`config.mk`:
```
export PLATFORM = sky130hd
export DESIGN_NAME = dmach_channel
export DESIGN_NICKNAME = d
export VERILOG_FILES = /design/src/rtl/dmach_pkg.sv /design/src/rtl/dmach_regs.sv /design/src/rtl/dmach_engine.sv /design/src/rtl/dmach_channel.sv
export SDC_FILE = /design/constraint.sdc
export NUM_CORES = 1
export LEC_CHECK = 0
export BUFFER_PORTS_ARGS = -buffer_cell sky130_fd_sc_hd__buf_4
export CAP_MARGIN = 15
export CORE_ASPECT_RATIO = 1.75
export CORE_MARGIN = 2
export CORE_UTILIZATION = 40
export DETAILED_ROUTE_END_ITERATION = 8
export GPL_TIMING_DRIVEN = 0
export SYNTH_ARGS = -nofsm -noshare
export SYNTH_HDL_FRONTEND = slang
export SYNTH_SLANG_ARGS = --single-unit
```
`constraint.sdc`:
```
create_clock -name clk -period 7.8 [get_ports clk]
set_clock_uncertainty 0.15 [all_clocks]
set_input_delay 0.78 -clock clk [delete_from_list [all_inputs] [get_ports clk]]
set_output_delay 0.78 -clock clk [all_outputs]
set_load 0.02 [all_outputs]
```
`src/rtl/dmach_pkg.sv`:
```
`timescale 1ns/1ps
// Shared constants and types for the descriptor-chained DMA channel.
// Assumes 32-bit register and memory words and 16-word descriptors.
package dmach_pkg;
    localparam int WORD_W = 32;

    // Register byte offsets inside the channel bank
    localparam logic [4:0] OFF_CTL  = 5'h00;
    localparam logic [4:0] OFF_STS  = 5'h04;
    localparam logic [4:0] OFF_CUR  = 5'h08;
    localparam logic [4:0] OFF_TAIL = 5'h10;

    // Register bit positions
    localparam int CTL_RUN   = 0;
    localparam int CTL_SRST  = 2;
    localparam int STS_HALT  = 0;
    localparam int STS_CMPL  = 12;
    localparam int STS_DRAIN = 13;

    // Descriptor word indices and control/status bits
    localparam int DW_LINK = 0;
    localparam int DW_BUF  = 2;
    localparam int DW_CTL  = 6;
    localparam int DW_DONE = 7;
    localparam int DC_SOF  = 27;
    localparam int DC_EOF  = 26;
    localparam int DS_DONE = 31;

    typedef enum logic [2:0] {
        E_IDLE, E_RD_LINK, E_RD_BUF, E_RD_CTL, E_PARSE, E_MOVE, E_DRAIN, E_WBACK
    } eng_state_t;
endpackage

```
`src/rtl/dmach_regs.sv`:
```
`timescale 1ns/1ps
// Register bank of one DMA channel: run/stop, soft reset countdown, halted
// status, write-one-to-clear interrupt flags, current and tail pointers and
// the pending-work flag that a tail write arms.
// Assumes desc_done is a one-cycle pulse and next_ptr is valid with it.
module dmach_regs #(
    parameter int RST_CYCLES = 8
) (
    input  logic        clk,
    input  logic        rst_n,
    input  logic        reg_we,
    input  logic [4:0]  reg_addr,
    input  logic [31:0] reg_wdata,
    output logic [31:0] reg_rdata,
    input  logic        eng_idle,
    input  logic        desc_done,
    input  logic [31:0] next_ptr,
    output logic        eng_start,
    output logic [31:0] cur_ptr,
    output logic        eng_flush,
    output logic        resetting
);
    import dmach_pkg::*;

    localparam int RC_W = $clog2(RST_CYCLES + 1);

    logic            run_q, halted_q, work_q, cmpl_q, drain_q;
    logic [31:0]     cur_q, tail_q;
    logic [RC_W-1:0] rst_cnt;
    logic            wr_ctl, wr_sts, wr_cur, wr_tail, soft_go, at_tail;

    assign resetting = (rst_cnt != '0);
    assign wr_ctl    = reg_we && !resetting && (reg_addr == OFF_CTL);
    assign wr_sts    = reg_we && !resetting && (reg_addr == OFF_STS);
    assign wr_cur    = reg_we && !resetting && (reg_addr == OFF_CUR);
    assign wr_tail   = reg_we && !resetting && (reg_addr == OFF_TAIL);
    assign soft_go   = wr_ctl && reg_wdata[CTL_SRST];
    assign at_tail   = (cur_q == tail_q);
    assign eng_flush = soft_go || resetting;
    assign eng_start = work_q && run_q;
    assign cur_ptr   = cur_q;

    // Register state: defaults on either reset, otherwise software and engine updates
    always_ff @(posedge clk) begin
        if (!rst_n || soft_go || resetting) begin
            run_q    <= 1'b0;
            halted_q <= 1'b1;
            work_q   <= 1'b0;
            cmpl_q   <= 1'b0;
            drain_q  <= 1'b0;
            cur_q    <= '0;
            tail_q   <= '0;
            if (!rst_n)       rst_cnt <= '0;
            else if (soft_go) rst_cnt <= RC_W'(RST_CYCLES);
            else              rst_cnt <= rst_cnt - 1'b1;
        end else begin
            if (wr_ctl) run_q <= reg_wdata[CTL_RUN];

            if (run_q)         halted_q <= 1'b0;
            else if (eng_idle) halted_q <= 1'b1;

            if (wr_cur && halted_q) cur_q <= reg_wdata;
            else if (desc_done)     cur_q <= next_ptr;

            if (wr_tail) tail_q <= reg_wdata;

            if (wr_tail && run_q)           work_q <= 1'b1;
            else if (desc_done && at_tail)  work_q <= 1'b0;

            if (desc_done)                          cmpl_q <= 1'b1;
            else if (wr_sts && reg_wdata[STS_CMPL]) cmpl_q <= 1'b0;

            if (desc_done && at_tail)                drain_q <= 1'b1;
            else if (wr_sts && reg_wdata[STS_DRAIN]) drain_q <= 1'b0;
        end
    end

    // Read multiplexer over the mapped offsets
    always_comb begin
        reg_rdata = '0;
        case (reg_addr)
            OFF_CTL: begin
                reg_rdata[CTL_RUN]  = run_q;
                reg_rdata[CTL_SRST] = resetting;
            end
            OFF_STS: begin
                reg_rdata[STS_HALT]  = halted_q;
                reg_rdata[STS_CMPL]  = cmpl_q;
                reg_rdata[STS_DRAIN] = drain_q;
            end
            OFF_CUR:  reg_rdata = cur_q;
            OFF_TAIL: reg_rdata = tail_q;
            default:  reg_rdata = '0;
        endcase
    end

    AST_HALT_MEANS_IDLE: assert property (@(posedge clk) disable iff (!rst_n)
        halted_q |-> eng_idle) else $error("halted while engine active");
    AST_CUR_HELD_RUNNING: assert property (@(posedge clk) disable iff (!rst_n)
        (!halted_q && !desc_done && !soft_go) |=> $stable(cur_q)) else $error("cur moved while running");
    AST_CMPL_ON_DONE: assert property (@(posedge clk) disable iff (!rst_n)
        (desc_done && !soft_go) |=> cmpl_q) else $error("completion flag missing");
    AST_RESET_NO_RUN: assert property (@(posedge clk) disable iff (!rst_n)
        resetting |-> (!run_q && halted_q)) else $error("run during soft reset");
endmodule

```
`src/rtl/dmach_engine.sv`:
```
`timescale 1ns/1ps
// Descriptor engine: fetches the link, buffer and control words of the
// descriptor at the current pointer, streams the buffer words out,
// writes the completion word back and pulses desc_done.
// Assumes the memory returns read data exactly one cycle after a request
// and that the stream sink accepts a word every cycle.
module dmach_engine #(
    parameter int MEM_AW = 16,
    parameter int LEN_W  = 16
) (
    input  logic              clk,
    input  logic              rst_n,
    input  logic              flush,
    input  logic              start,
    input  logic [MEM_AW-1:0] cur_word,
    output logic              idle,
    output logic              desc_done,
    output logic [31:0]       next_ptr,
    output logic              mem_req,
    output logic              mem_we,
    output logic [MEM_AW-1:0] mem_addr,
    output logic [31:0]       mem_wdata,
    input  logic [31:0]       mem_rdata,
    output logic              st_valid,
    output logic [31:0]       st_data,
    output logic              st_first,
    output logic              st_last
);
    import dmach_pkg::*;

    eng_state_t        state;
    logic [MEM_AW-1:0] dbase, bufw;
    logic [31:0]       link_q;
    logic [LEN_W-1:0]  len_q, words_q, rd_idx, out_idx, words_c;
    logic              sof_q, eof_q, rvalid_q;
    logic [LEN_W:0]    len_sum;

    assign len_sum = {1'b0, mem_rdata[LEN_W-1:0]} + (LEN_W+1)'(3);
    assign words_c = len_sum[LEN_W:2];

    // Sequencer: fetch, move, writeback; flush returns it to idle at once
    always_ff @(posedge clk) begin
        if (!rst_n || flush) begin
            state    <= E_IDLE;
            dbase    <= '0;
            bufw     <= '0;
            link_q   <= '0;
            len_q    <= '0;
            words_q  <= '0;
            rd_idx   <= '0;
            out_idx  <= '0;
            sof_q    <= 1'b0;
            eof_q    <= 1'b0;
            rvalid_q <= 1'b0;
        end else begin
            rvalid_q <= (state == E_MOVE);
            if (rvalid_q) out_idx <= out_idx + 1'b1;
            case (state)
                E_IDLE: if (start) begin
                    dbase <= cur_word;
                    state <= E_RD_LINK;
                end
                E_RD_LINK: state <= E_RD_BUF;
                E_RD_BUF: begin
                    link_q <= mem_rdata;
                    state  <= E_RD_CTL;
                end
                E_RD_CTL: begin
                    bufw  <= mem_rdata[MEM_AW+1:2];
                    state <= E_PARSE;
                end
                E_PARSE: begin
                    len_q   <= mem_rdata[LEN_W-1:0];
                    sof_q   <= mem_rdata[DC_SOF];
                    eof_q   <= mem_rdata[DC_EOF];
                    words_q <= words_c;
                    rd_idx  <= '0;
                    out_idx <= '0;
                    state   <= (words_c == '0) ? E_WBACK : E_MOVE;
                end
                E_MOVE: begin
                    rd_idx <= rd_idx + 1'b1;
                    if (rd_idx == words_q - 1'b1) state <= E_DRAIN;
                end
                E_DRAIN: state <= E_WBACK;
                E_WBACK: state <= E_IDLE;
                default: state <= E_IDLE;
            endcase
        end
    end

    // Memory port request decode from the sequencer state
    always_comb begin
        mem_req   = 1'b1;
        mem_we    = 1'b0;
        mem_addr  = dbase;
        mem_wdata = '0;
        mem_wdata[DS_DONE]   = 1'b1;
        mem_wdata[LEN_W-1:0] = len_q;
        case (state)
            E_RD_LINK: mem_addr = dbase + MEM_AW'(DW_LINK);
            E_RD_BUF:  mem_addr = dbase + MEM_AW'(DW_BUF);
            E_RD_CTL:  mem_addr = dbase + MEM_AW'(DW_CTL);
            E_MOVE:    mem_addr = bufw + MEM_AW'(rd_idx);
            E_WBACK: begin
                mem_we   = 1'b1;
                mem_addr = dbase + MEM_AW'(DW_DONE);
            end
            default:   mem_req = 1'b0;
        endcase
    end

    assign idle      = (state == E_IDLE);
    assign desc_done = (state == E_WBACK);
    assign next_ptr  = link_q;
    assign st_valid  = rvalid_q;
    assign st_data   = mem_rdata;
    assign st_first  = rvalid_q && sof_q && (out_idx == '0);
    assign st_last   = rvalid_q && eof_q && (out_idx == words_q - 1'b1);

    AST_STREAM_AFTER_READ: assert property (@(posedge clk) disable iff (!rst_n || flush)
        st_valid |-> $past(state == E_MOVE)) else $error("stream word without read");
    AST_WBACK_AFTER_DATA: assert property (@(posedge clk) disable iff (!rst_n || flush)
        (state == E_WBACK) |-> !st_valid) else $error("writeback before data drained");
    AST_DONE_SINGLE: assert property (@(posedge clk) disable iff (!rst_n || flush)
        desc_done |=> !desc_done) else $error("double completion");
endmodule

```
`src/rtl/dmach_channel.sv`:
```
`timescale 1ns/1ps
// Top of one descriptor-chained DMA channel: register bank plus the
// descriptor engine. Memory is word addressed; pointers are byte addresses
// whose low two bits are ignored by the engine.
module dmach_channel #(
    parameter int MEM_AW     = 16,
    parameter int LEN_W      = 16,
    parameter int RST_CYCLES = 8
) (
    input  logic              clk,
    input  logic              rst_n,
    input  logic              reg_we,
    input  logic [4:0]        reg_addr,
    input  logic [31:0]       reg_wdata,
    output logic [31:0]       reg_rdata,
    output logic              mem_req,
    output logic              mem_we,
    output logic [MEM_AW-1:0] mem_addr,
    output logic [31:0]       mem_wdata,
    input  logic [31:0]       mem_rdata,
    output logic              st_valid,
    output logic [31:0]       st_data,
    output logic              st_first,
    output logic              st_last
);
    logic        eng_idle, desc_done, eng_start, eng_flush, resetting;
    logic [31:0] next_ptr, cur_ptr;

    dmach_regs #(.RST_CYCLES(RST_CYCLES)) u_regs (
        .clk       (clk),
        .rst_n     (rst_n),
        .reg_we    (reg_we),
        .reg_addr  (reg_addr),
        .reg_wdata (reg_wdata),
        .reg_rdata (reg_rdata),
        .eng_idle  (eng_idle),
        .desc_done (desc_done),
        .next_ptr  (next_ptr),
        .eng_start (eng_start),
        .cur_ptr   (cur_ptr),
        .eng_flush (eng_flush),
        .resetting (resetting)
    );

    dmach_engine #(.MEM_AW(MEM_AW), .LEN_W(LEN_W)) u_engine (
        .clk       (clk),
        .rst_n     (rst_n),
        .flush     (eng_flush),
        .start     (eng_start),
        .cur_word  (cur_ptr[MEM_AW+1:2]),
        .idle      (eng_idle),
        .desc_done (desc_done),
        .next_ptr  (next_ptr),
        .mem_req   (mem_req),
        .mem_we    (mem_we),
        .mem_addr  (mem_addr),
        .mem_wdata (mem_wdata),
        .mem_rdata (mem_rdata),
        .st_valid  (st_valid),
        .st_data   (st_data),
        .st_first  (st_first),
        .st_last   (st_last)
    );

    AST_RESET_QUIET: assert property (@(posedge clk) disable iff (!rst_n)
        resetting |-> (!mem_req && !st_valid)) else $error("activity during soft reset");
endmodule

```
==> results.cfg <==
[floorplanning]
die_h_um = 231
die_area_um2 = 31000
fp-row-count = 83
start_util_pct = 40.4
io_pins = 189
fp.coreArea_um2 = 29200
die_x_um = 134

[finish]
most-common-layout-cells = 358 x nand2_1, 216 x buf_4, 202 x dfxtp_1
nets = 1888
area_delta_synth_final_pct = 21.3
final_layout_size_suffix_gt1_share_pct = 15.9
final_common_cell = nand2_1
finalInstanceArea_um2 = 14300
diodes = 0

[yosys]
synth_area_um2 = 11800
ys_seq_elements = 206
ys.flop_type = dfxtp_1
yosys_warnings = 0
synth.distinct_cells = 76
synth_cells = 1585
synth_enable_flop_cells = 4
yosysSeqAreaShare_pct = 35.3
avgSynthCellArea_um2 = 7.45
synth_async_sr_flop_share_pct = 0

[clock_tree]
h-tree-depth = 1
clk_path_buf_depth = 3
cts_buffers = 22
cts_root_buf = clkbuf_16
post_cts_buffers = 0
cts_tree = built
cts_hold_buf = 0
clk_pin_slew_ps = 60
post_cts_resized = 0
cts_sinks = 206
clock_latency_ps = 530

[setup_path]
path_max_fanout = 10
arrival_ps = 4440
crit_required_ps = 6870
startpoint = u_engine.state[1]
endpoint_kind = output port
r2r_start = u_regs.rst_cnt[0]
start_kind = flop
critPathKind = flop to output port

[placement]
port-buffer-count = 168
post_dp_cell_area_um2 = 13600
globalplace.congestion = 0.952
hpwl_mm = 34.0

[global_route]
grt_pass1_vias = 11524
gr-usage-all-layers_pct = 27.4
antenna_found_initial = 0
grt_start_max_net_pins = 14
grt_overflow = 0
grt_first_pass_wirelength_mm = 65.8

[detailed_routing]
wirelength_mm = 43.2
met1_length_mm = 15.4
dr.first_iter.drc_count = 627
routed-wl-met2_mm = 22.8
vias = 11904
route.detailed.drc = 0
dr.pass1.iters = 5
viasPerCell = 5.44
top_layer = met4
ant_nets = 0
wl_met3_mm = 1.85
wl_per_cell_um = 19.7

[timing]
finalHoldViolations = 0
fin_crit_sh_pct = 68.9
fmax_ghz = 0.186
final_max_slew_viol_count = 0
finalSetupViolCount = 0
rsz0062_at_grt = no
tightest_slew_ps = 1170
period_minus_slack_ps = 5370
fin_tns_setup_ps = 0
slew_headroom_pct = 21.0

[pwr]
powerDensity_nw_per_um2 = 171
peakVddDrop_mv = 0.191
p_leak_nw = 5.36

[flow_run]
cap_violations = 0

[run_status]
status = complete, no violations

[hold_path]
hold_start = u_engine.len_q[12]
min_path_type = flop to flop
[flip-flops by register name, indices dropped and copies added, names as in the netlist]
signal / count
u_engine.bufw: 16
u_engine.dbase: 16
u_engine.eof_q: 1
u_engine.len_q: 16
u_engine.next_ptr: 32
u_engine.out_idx: 16
u_engine.rd_idx: 16
u_engine.sof_q: 1
u_engine.st_valid: 1
u_engine.state: 3
u_engine.words_q: 15
u_regs.cmpl_q: 1
u_regs.cur_ptr: 32
u_regs.drain_q: 1
u_regs.halted_q: 1
u_regs.rst_cnt: 4
u_regs.run_q: 1
u_regs.tail_q: 32
u_regs.work_q: 1
[logic make-up (layout without fill, tap and decap cells)]
family	Yosys count	count (layout)	share of synthesized area (%)
xor+xnor	110	110	8.47
simple gates	684	684	26.4
buf+inv	181	388	7.59
compound gates	369	369	18.8
flops	206	206	35.3
fa+ha+maj	25	25	2.78
mux	8	8	0.689
other cells	2	16	0.0636
[final cells by class]
class	count	area (um^2)
Sequential cell	206	4160
Clock buffer	35	671
Clock inverter	4	48.8
Timing Repair Buffer	168	1260
Inverter	28	105
Buffer	153	791
Fill cell	3053	14900
Tap cell	382	478
Multi-Input combinational cell	1212	6800
[stage by stage]
stage          setup WS, ps  instances  hold slack (ps)  utilization (%)  power [mW]
2_1_floorplan          3850       1599              281                -        1.26
3_3_place_gp           3070       2149              294             46.6        1.41
3_5_place_dp           3030       2149              298             46.6        1.41
4_1_cts                2460       2188              308             49.1        2.47
5_1_grt                2150       2188              324             49.1        2.53
6_report               2430       2188              304             49.1        2.45
[cells in the mapped netlist, types with 4 or more instances]
| library cell | number | area share [%] |
|---|---|---|
| nand2_1 | 358 | 11 |
| dfxtp_1 | 202 | 34 |
| a21oi_1 | 171 | 7.3 |
| nor2_1 | 111 | 3.5 |
| clkbuf_1 | 84 | 2.7 |
| o21ai_0 | 82 | 3.5 |
| nand3_1 | 66 | 2.8 |
| xnor2_1 | 65 | 4.8 |
| buf_4 | 48 | 3.1 |
| xor2_1 | 42 | 3.1 |
| a22o_1 | 30 | 2.2 |
| nand4_1 | 27 | 1.4 |
| inv_1 | 26 | 0.83 |
| nor3_1 | 24 | 1.0 |
| ha_1 | 23 | 2.4 |
| buf_2 | 17 | 0.72 |
| nor4_1 | 16 | 0.85 |
| and3_1 | 14 | 0.74 |
| a211oi_1 | 13 | 0.83 |
| nor2b_1 | 11 | 0.58 |
| a31oi_1 | 9 | 0.48 |
| or3_1 | 9 | 0.48 |
| nand2b_1 | 8 | 0.42 |
| o211ai_1 | 8 | 0.51 |
| or2_2 | 8 | 0.42 |
| mux2i_1 | 7 | 0.59 |
| o21a_1 | 6 | 0.38 |
| a21o_1 | 5 | 0.32 |
| and2_1 | 5 | 0.27 |
| o2111ai_1 | 5 | 0.37 |
| o221ai_1 | 5 | 0.37 |
| a22oi_1 | 4 | 0.25 |
| and4_1 | 4 | 0.30 |
| edfxtp_1 | 4 | 1.0 |
| o31ai_1 | 4 | 0.25 |
[report_power, final]
part / switching, mW / total, mW / internal [mW] / leakage [nW]
clock network: 0.450 / 1.07 / 0.622 / 0.354
logic: 0.213 / 0.305 / 0.0916 / 3.34
registers: 0.00744 / 1.08 / 1.07 / 1.67
[critical path: stages, from the launching register on]
cell      delay [ps]
dfxtp_1          310
clkbuf_1         330
nand2_1          160
nor2_1           510
clkinv_1         460
clkbuf_1         390
fa_1             510
nand2b_1         190
or3_1            330
nand3_1          110
a21oi_1           70
nor3_1           340
buf_4            210
[metal layers]
metal / vias to the layer above / GRT usage (%)
met5: - / 0
met4: 0 / 18.4
met3: 133 / 2.67
met2: 373 / 51.5
met1: 5583 / 28.2
li1: 5815 / -
[final timing paths]
| kind | to | slack (ps) | cells after the start |
|---|---|---|---|
| worst max-delay path | mem_addr[7] | 2430 | 12 |
| worst min-delay path | u_engine.len_q[12] | 300 | 2 |
| worst max register to register | u_regs.tail_q[20] | 4700 | 10 |
| worst min register to register | u_engine.len_q[12] | 300 | 2 |
Note: power is estimated with default switching activity, not from simulation.
